--- config.mk ---
export PLATFORM = sky130hd
export DESIGN_NAME = hcr_top
export DESIGN_NICKNAME = d
export VERILOG_FILES = /design/src/rtl/hcr_pkg.sv /design/src/rtl/hcr_decode.sv /design/src/rtl/hcr_status.sv /design/src/rtl/hcr_irq.sv /design/src/rtl/hcr_top.sv
export SDC_FILE = /design/constraint.sdc
export NUM_CORES = 1
export LEC_CHECK = 0
export BUFFER_PORTS_ARGS = -buffer_cell sky130_fd_sc_hd__buf_4
export CAP_MARGIN = 15
export CORE_UTILIZATION = 48
export DETAILED_ROUTE_END_ITERATION = 8
export PLACE_DENSITY_LB_ADDON = 0.15
export REMOVE_ABC_BUFFERS = 1
export SLEW_MARGIN = 20
export SYNTH_ARGS = -nofsm -noshare
export SYNTH_HDL_FRONTEND = slang
export SYNTH_HIERARCHICAL = 1
export SYNTH_SLANG_ARGS = --single-unit
--- constraint.sdc ---
create_clock -name clk -period 2.1 [get_ports clk]
set_clock_uncertainty 0.05 [all_clocks]
set_input_delay 0.105 -clock clk [delete_from_list [all_inputs] [get_ports clk]]
set_output_delay 0.105 -clock clk [all_outputs]
set_load 0.01 [all_outputs]
--- src/rtl/hcr_pkg.sv ---
package hcr_pkg;
  localparam int STAT_W = 8;

  // byte offsets on the host bus
  localparam int OFF_CTRL = 0;
  localparam int OFF_CMD  = 1;
  localparam int OFF_STAT = 2;
  localparam int OFF_PTR  = 4;

  // control byte bit positions
  localparam int CTL_GMASK = 0;
  localparam int CTL_SWREQ = 1;

  // status bits that raise the interrupt (upper nibble)
  localparam int EVT_HI = 7;
  localparam int EVT_LO = 4;

  // status bits that exist; bit 1 is reserved
  localparam logic [STAT_W-1:0] STAT_IMPL = 8'hFD;

  typedef struct packed {
    logic [3:0] cu;
    logic [2:0] ru;
  } cmd_t;
endpackage

--- src/rtl/hcr_decode.sv ---
module hcr_decode
  import hcr_pkg::*;
#(
  parameter int ADDR_W = 8
) (
  input  logic [ADDR_W-1:0] addr,
  input  logic              wr,
  input  logic              rd,
  output logic              wr_ctrl,
  output logic              wr_cmd,
  output logic              wr_stat,
  output logic              wr_ptr,
  output logic              rd_stat,
  output logic              rd_ptr
);
  logic hit_ctrl, hit_cmd, hit_stat, hit_ptr;

  always_comb begin
    hit_ctrl = (addr == ADDR_W'(OFF_CTRL));
    hit_cmd  = (addr == ADDR_W'(OFF_CMD));
    hit_stat = (addr == ADDR_W'(OFF_STAT));
    hit_ptr  = (addr == ADDR_W'(OFF_PTR));
    wr_ctrl  = wr && hit_ctrl;
    wr_cmd   = wr && hit_cmd;
    wr_stat  = wr && hit_stat;
    wr_ptr   = wr && hit_ptr;
    rd_stat  = rd && hit_stat;
    rd_ptr   = rd && hit_ptr;
  end
endmodule

--- src/rtl/hcr_status.sv ---
module hcr_status
  import hcr_pkg::*;
#(
  parameter int               W    = STAT_W,
  parameter logic [W-1:0]     IMPL = STAT_IMPL
) (
  input  logic         clk,
  input  logic         rst,
  input  logic         clr_en,
  input  logic [W-1:0] clr_mask,
  input  logic [W-1:0] set_pulse,
  output logic [W-1:0] stat_q
);
  for (genvar b = 0; b < W; b++) begin : g_bit
    if (IMPL[b]) begin : g_live
      logic bit_q;
      always_ff @(posedge clk) begin
        if (rst)
          bit_q <= 1'b0;
        else if (set_pulse[b])
          bit_q <= 1'b1;              // a set outranks a same-cycle clear
        else if (clr_en && clr_mask[b])
          bit_q <= 1'b0;
      end
      assign stat_q[b] = bit_q;
    end else begin : g_rsvd
      assign stat_q[b] = 1'b0;
    end
  end
endmodule

--- src/rtl/hcr_irq.sv ---
module hcr_irq
  import hcr_pkg::*;
#(
  parameter int W = STAT_W
) (
  input  logic         clk,
  input  logic         rst,
  input  logic [W-1:0] ctrl,
  input  logic [W-1:0] stat,
  output logic         irq_q
);
  logic ev_hit;

  always_comb ev_hit = |(stat[EVT_HI:EVT_LO] & ~ctrl[EVT_HI:EVT_LO]);

  always_ff @(posedge clk) begin
    if (rst)                  irq_q <= 1'b0;
    else if (ctrl[CTL_GMASK]) irq_q <= 1'b0;
    else if (ctrl[CTL_SWREQ]) irq_q <= 1'b1;
    else                      irq_q <= ev_hit;
  end
endmodule

--- src/rtl/hcr_top.sv ---
module hcr_top
  import hcr_pkg::*;
#(
  parameter int ADDR_W = 8,
  parameter int DATA_W = 32
) (
  input  logic              clk,
  input  logic              rst,
  input  logic [ADDR_W-1:0] bus_addr,
  input  logic              bus_wr,
  input  logic              bus_rd,
  input  logic [DATA_W-1:0] bus_wdata,
  output logic [DATA_W-1:0] bus_rdata,
  input  logic [STAT_W-1:0] evt_set,
  output logic              irq,
  output logic              cmd_vld,
  output logic [3:0]        cu_op,
  output logic [2:0]        ru_op,
  output logic [DATA_W-1:0] gen_ptr
);
  localparam int STAT_LSB = 8;
  localparam int STAT_MSB = STAT_LSB + STAT_W - 1;

  logic wr_ctrl, wr_cmd, wr_stat, wr_ptr, rd_stat, rd_ptr;
  logic [STAT_W-1:0] ctrl_q;
  logic [STAT_W-1:0] stat_q;
  logic [DATA_W-1:0] ptr_q;
  logic [DATA_W-1:0] rdata_q, rdata_n;
  cmd_t              cmd_q;
  logic              vld_q;

  hcr_decode #(.ADDR_W(ADDR_W)) u_dec (
    .addr(bus_addr), .wr(bus_wr), .rd(bus_rd),
    .wr_ctrl(wr_ctrl), .wr_cmd(wr_cmd), .wr_stat(wr_stat), .wr_ptr(wr_ptr),
    .rd_stat(rd_stat), .rd_ptr(rd_ptr)
  );

  hcr_status #(.W(STAT_W), .IMPL(STAT_IMPL)) u_stat (
    .clk(clk), .rst(rst),
    .clr_en(wr_stat), .clr_mask(bus_wdata[STAT_MSB:STAT_LSB]),
    .set_pulse(evt_set), .stat_q(stat_q)
  );

  hcr_irq #(.W(STAT_W)) u_irq (
    .clk(clk), .rst(rst), .ctrl(ctrl_q), .stat(stat_q), .irq_q(irq)
  );

  always_ff @(posedge clk) begin
    if (rst) begin
      ctrl_q <= '0;
      ptr_q  <= '0;
    end else begin
      if (wr_ctrl) ctrl_q <= bus_wdata[STAT_W-1:0];
      if (wr_ptr)  ptr_q  <= bus_wdata;
    end
  end

  // command byte: upper nibble to the command unit, low three bits to receive
  always_ff @(posedge clk) begin
    if (rst) begin
      vld_q <= 1'b0;
      cmd_q <= '0;
    end else begin
      vld_q <= wr_cmd;
      if (wr_cmd) begin
        cmd_q.cu <= bus_wdata[7:4];
        cmd_q.ru <= bus_wdata[2:0];
      end
    end
  end

  always_comb begin
    rdata_n = '0;
    if (rd_stat) rdata_n[STAT_MSB:STAT_LSB] = stat_q;
    if (rd_ptr)  rdata_n = ptr_q;
  end

  always_ff @(posedge clk) begin
    if (rst) rdata_q <= '0;
    else     rdata_q <= rdata_n;
  end

  assign bus_rdata = rdata_q;
  assign cmd_vld   = vld_q;
  assign cu_op     = cmd_q.cu;
  assign ru_op     = cmd_q.ru;
  assign gen_ptr   = ptr_q;
endmodule

==> summary.md, run 1 <==
| Metric | Value |
|---|---|
| Setup TNS | `0 ns` |
| Die footprint | `6720 um^2` |
| 1st-iter DRT viols | `94` |
| Router iterations before antenna repair | `4` |
| Setup bufs post-CTS | `0` |
| Die Span X | `82.0 um` |
| WL final | `7270 um` |
| Setup CP Type | `primary input to flip-flop` |
| Antenna cells | `0` |
| Clk network pwr share | `0.362` |
| Slowest library cell on the worst path | `dlygate4sd3_1` |
| CTS Root Cell | `clkbuf_8` |
| Non-filler cells in the finished layout | `528` |
| Clock tree buffer depth | `2` |
| Post-synthesis cell count | `294` |
| Placed cells | `474` |
| IO buf count | `123` |
| Reg2Reg Launch Point | `u_stat/g_bit[7].g_live.bit_q` |
| Pin count of the biggest net entering global routing | `41` |
| Crit share post-route | `0.844` |
| Leakage | `1.95 nW` |
| Total track usage | `0.223` |
| DR vias | `2549` |
| Core ar. | `6060 um^2` |
| Critical Path RT | `2.28 ns` |
| Internal Power | `0.00226 W` |
| Post-route antenna net violation count | `0` |
| Area delta synth->final | `48.7%` |
| Power per cell area | `636 nW/um^2` |
| Flop pwr share | `0.568` |
| # nets final | `501` |
| Psw | `0.000644 W` |
| CTS Sinks | `86` |
| H-Tree Depth | `3` |
| Cell Area, Synth | `3070 um^2` |
| Switching share of power | `0.222` |
| Worst path max stage delay | `0.59 ns` |
| TritonCTS buffer count | `9` |
| Fin. Hold Viols | `0` |
| Mean Syn Cell Area | `10.4 um^2` |
| Vias in the first global route | `2433` |
| Worst path most repeated cell | `buf_4` |
| Setup-failing EPs final | `0` |
| Grt total ovfl | `0` |
| Slew Viols, Final | `0` |
| Initial antenna violation count | `0` |
| Combinational power share | `0.070` |
| Clock latency on the worst-skew pair | `0.35 ns` |
| Clock-pin slew on the worst setup and hold paths | `0.08 ns` |
| Worst R2R Setup Slack | `0.72 ns` |
| Ports | `125` |
| RSZ-0062 raised after global routing | `false` |
| CTS tree | `built` |
| Cell Chain, Critical Path | `buf_4 > or3_1 > nor4_1 > buf_4 > a311oi_1 > dlygate4sd3_1` |
| Critical Path AT | `1.95 ns` |
| Worst Setup Start Kind | `primary input` |
| VDD IR max | `0.479 mV` |
| FF-to-FF path depth | `3` |
| FF-to-FF End | `u_stat/g_bit[7].g_live.bit_q` |
| Final Critical Period | `1.77 ns` |
| DP HPWL | `4560 um` |
| WHS | `0.0589 ns` |
| Layout cells sized above 1 | `0.331` |
| Vias/cell | `4.83` |
| Worst setup endpoint | `u_stat/g_bit[7].g_live.bit_q` |
| DRC Markers | `0` |
| Number of synthesis warnings | `6` |
| Row count | `28` |
| Worst-path fanout max | `7` |
| Drt wl/cell | `13.8 um` |
| Worst hold path type | `primary input to flip-flop` |
| Outcome | `finished, final reports clean` |
| Crit path launch | `bus_addr[5]` |
| Starting Density | `0.507` |
| Global-route wire length before repair | `11100 um` |
| Die Height | `82.0 um` |
| GPL Wtd Cong | `0.684` |
| CP endpoint kind | `flip-flop` |
| Max_cap viols | `0` |
| Peak Freq | `0.564 GHz` |
## power by group through the flow
stage | clock network (W) | logic, W | registers [W]
finish | 0.00105 | 0.000202 | 0.00165
detailed placement | 0 | 0.000139 | 0.00169
CTS | 0.00107 | 0.000200 | 0.00165
global placement | 0 | 0.000136 | 0.00169
global route | 0.00113 | 0.000219 | 0.00165
floorplan | 0 | 0.0000278 | 0.00169
## per-layer routing
metal / GRT usage / part of all wire
met5: 0 / 0
met4: 0.119 / 0.021
met3: 0.0600 / 0.056
met2: 0.388 / 0.51
met1: 0.245 / 0.42
## flip-flops by register name, summed over array words and instances, names as in the netlist
signal and flops:
bus_rdata 32, gen_ptr 32, u_stat/g_bit.g_live.bit_q 7, ctrl_q 6
cu_op 4, ru_op 3, cmd_vld 1, u_irq/irq_q 1
## metrics by stage
stage / total power, W / area, um^2 / worst slack [ns] / utilization
floorplan: 0.00171 / 2900 / -2.31 / -
global placement: 0.00182 / 4000 / 0.332 / 0.660
detailed placement: 0.00183 / 4000 / 0.298 / 0.660
CTS: 0.00292 / 4570 / 0.403 / 0.754
global route: 0.00300 / 4570 / 0.326 / 0.754
finish: 0.00290 / 4570 / 0.327 / 0.754
## worst max-delay path, delay by kind of cell
family                 cells  cell delay, ns
and+or+nand+nor            2            0.80
buffers and inverters      3            0.93
AOI/OAI and AO/OA          1            0.11
## final cells by class
cell class,instances,area [um^2]
Inverter,13,48.8
Clock inverter,3,20.0
Clock buffer,12,155
Timing Repair Buffer,169,1390
Sequential cell,86,1720
Multi-Input combinational cell,170,1140
Tap cell,75,93.8
Fill cell,437,1490
## what timing repair did
| action | CTS | global route |
|---|---|---|
| gates resized for setup | 0 | 0 |
| endpoints found under the hold margin | 52 | 0 |
| hold buffers | 39 | 0 |
## worst min-delay path by stage
stage	start	to	slack, ns	cells past startpoint
3_3_place_gp	bus_wdata[8]	u_stat/g_bit[0].g_live.bit_q	0.26	2
4_1_cts	rst	gen_ptr[11]	0.04	2
6_report	rst	gen_ptr[5]	0.06	2
5_1_grt	rst	ru_op[1]	0.06	2
3_5_place_dp	bus_wdata[8]	u_stat/g_bit[0].g_live.bit_q	0.28	2
2_1_floorplan	rst	bus_rdata[10]	0.12	1
## cells in the final DEF (no fill, tap or decap)
cell type,instances
nor4_2,1
nor4_1,1
clkbuf_8,11
nand3b_1,8
and4bb_2,1
a21oi_1,9
a311oi_1,7
or3_1,1
nor4b_1,1
buf_12,2
inv_1,13
nor3_2,1
dlygate4sd3_1,39
a211oi_1,1
and2_1,24
a222oi_1,1
dfxtp_1,86
nor2_1,52
nor4b_2,1
or4b_4,1
clkinvlp_4,2
nor3_1,1
nand2_1,10
conb_1,1
clkbuf_1,1
buf_4,128
mux2i_1,45
or4_4,1
clkinv_2,1
nor2b_1,1
and2b_1,1
No activity file was read; power rests on OpenSTA's default activity.
==> run 2, diff against run 1 <==
clock period = 1.8 ns   (was 2.1 ns; I/O delays follow)
==> run 2 against run 1 <==
Via count grew 1.0%; critical endpoint is now u_stat/g_bit[0].g_live.bit_q; sequential power increased by 17%; first-iteration DRC count fell by 29%; flip-flop and latch count did not move; clock power is 41% higher; highest routed layer unchanged.
==> summary.md, run 2 (synthesis results as in run 1) <==
| Metric | Value |
|---|---|
| Outcome | `finished, final reports clean` |
| Setup CP Type | `primary input to flip-flop` |
| Die Span X | `82.0 um (unchanged)` |
| DRC Markers | `0 (unchanged)` |
| Fin. Hold Viols | `0 (unchanged)` |
| VDD IR max | `0.634 mV (+32%)` |
| 1st-iter DRT viols | `67 (-29%)` |
| Slew Viols, Final | `0 (unchanged)` |
| Placed cells | `475 (+0.21%)` |
| CTS tree | `built` |
| Vias in the first global route | `2562 (+5.3%)` |
| WL final | `7250 um (-0.28%)` |
| Commonest non-fill, non-tap cells in the layout | `129 x buf_4, 86 x dfxtp_1, 52 x nor2_1, 45 x mux2i_1, 39 x dlygate4sd3_1` |
| Vias/cell | `4.86 (+0.64%)` |
| Non-filler cells in the finished layout | `530 (+0.38%)` |
| Pin count of the biggest net entering global routing | `35 (-15%)` |
| Peak Freq | `0.588 GHz` |
| DP HPWL | `4690 um (+2.9%)` |
| CTS Sinks | `86 (unchanged)` |
| DR vias | `2575 (+1.0%)` |
| Total track usage | `0.232 (+0.00879)` |
| Die footprint | `6720 um^2 (unchanged)` |
| Router iterations before antenna repair | `4 (unchanged)` |
| CTS Root Cell | `clkbuf_8` |
| Row count | `28 (unchanged)` |
| Starting Density | `0.507 (unchanged)` |
| Setup-failing EPs final | `0 (unchanged)` |
| Die Height | `82.0 um (unchanged)` |
| Clock-pin slew on the worst setup and hold paths | `0.09 ns (about the same)` |
| Clock tree buffer depth | `2 (unchanged)` |
| Post-route antenna net violation count | `0 (unchanged)` |
| Global-route wire length before repair | `11600 um (+4.3%)` |
| IO buf count | `123 (unchanged)` |
| Initial antenna violation count | `0 (unchanged)` |
| Max_cap viols | `0 (unchanged)` |
| CP endpoint kind | `flip-flop` |
| Critical Path AT | `1.88 ns (-0.07 ns)` |
| Worst-path fanout max | `7 (unchanged)` |
| Worst Setup Start Kind | `primary input` |
| WP buf/inv | `3 (unchanged)` |
| Cell Chain, Critical Path | `buf_4 > or3_1 > nor4_2 > buf_4 > a311oi_1 > dlygate4sd3_1` |
| TritonCTS buffer count | `9 (unchanged)` |
| Worst path max stage delay | `0.58 ns (about the same)` |
| Multi-input logic area | `1140 um^2 (+0.55%)` |
| Worst path most repeated cell | `buf_4` |
| Final Critical Period | `1.70 ns` |
| Setup TNS | `0 ns (unchanged)` |
| Critical Path RT | `1.98 ns (-0.30 ns)` |
| Leakage | `1.99 nW (+1.8%)` |
| Drt wl/cell | `13.7 um (-0.65%)` |
| Antenna cells | `0 (unchanged)` |
| Ports | `125 (unchanged)` |
| Core ar. | `6060 um^2 (unchanged)` |
| Top Family by Delay on Critical Path | `buffers and inverters` |
| # nets final | `502 (+0.20%)` |
| GPL Wtd Cong | `0.714 (+4.4%)` |
| Area delta synth->final | `50.8%` |
| Slowest library cell on the worst path | `dlygate4sd3_1` |
| RSZ-0062 raised after global routing | `false` |
| FF+latch area | `1720 um^2 (unchanged)` |
| WHS | `0.0811 ns (+0.0222 ns)` |
| Final core utilization | `0.764 (+0.0103)` |
| Layout cells sized above 1 | `0.336 (+0.00514)` |
| Crit share post-route | `0.945` |
| Setup bufs post-CTS | `0 (unchanged)` |
| Worst hold path type | `primary input to flip-flop` |
| Fill cell count | `450 (+3.0%)` |
| Power per cell area | `787 nW/um^2 (+24%)` |
| H-Tree Depth | `3 (unchanged)` |
| Commonest non-fill, non-tap cell in the layout | `buf_4` |
| Clock latency on the worst-skew pair | `0.34 ns (about the same)` |
| Grt total ovfl | `0 (unchanged)` |
-- run 2: path summary, 6_finish.rpt --
kind                                      from                           end  slack [ns]  cells past startpoint
setup reg to reg  u_stat/g_bit[5].g_live.bit_q  u_stat/g_bit[5].g_live.bit_q        0.50                      3
setup / recovery                   bus_addr[5]  u_stat/g_bit[0].g_live.bit_q         0.1                      6
hold reg to reg                      ctrl_q[0]                   u_irq/irq_q        0.38                      1
hold / removal                             rst                    gen_ptr[9]        0.08                      2
-- run 2: cell type report --
cell class,instances,area share
Sequential cell,86,0.372
Timing Repair Buffer,170,0.302
Multi-Input combinational cell,170,0.247
Clock buffer,11,0.0305
Tap cell,75,0.0203
Clock inverter,5,0.0178
Inverter,13,0.0105
-- run 2: power breakdown --
group	switching (W)	internal, W
sequential	0.0000101	0.00191
clock	0.000659	0.000823
combinational	0.0000852	0.000152
-- run 2: per-layer routing --
metal | share of wire | global-route usage | vias to the layer above
met5 | 0 | 0 | -
met4 | 0.013 | 0.0947 | 0
met3 | 0.066 | 0.0622 | 10
met2 | 0.52 | 0.421 | 90
met1 | 0.40 | 0.251 | 1201
li1 | - | - | 1274
-- run 2: what timing repair did --
item / CTS / global route
gates resized for setup: 0 / 1
hold endpoints to repair: 52 / 0
endpoints found under the setup margin: 0 / 7
hold buffers: 39 / 0
-- run 2: per-stage QoR --
step / worst slack [ns] / area [um^2] / power, W
final: 0.0998 / 4630 / 0.00364
after global routing: 0.0426 / 4630 / 0.00379
after CTS: 0.0985 / 4620 / 0.00367
after detailed placement: 0.0110 / 4010 / 0.00213
after global placement: 0.0306 / 4010 / 0.00213
after floorplan: -2.59 / 2900 / 0.00200
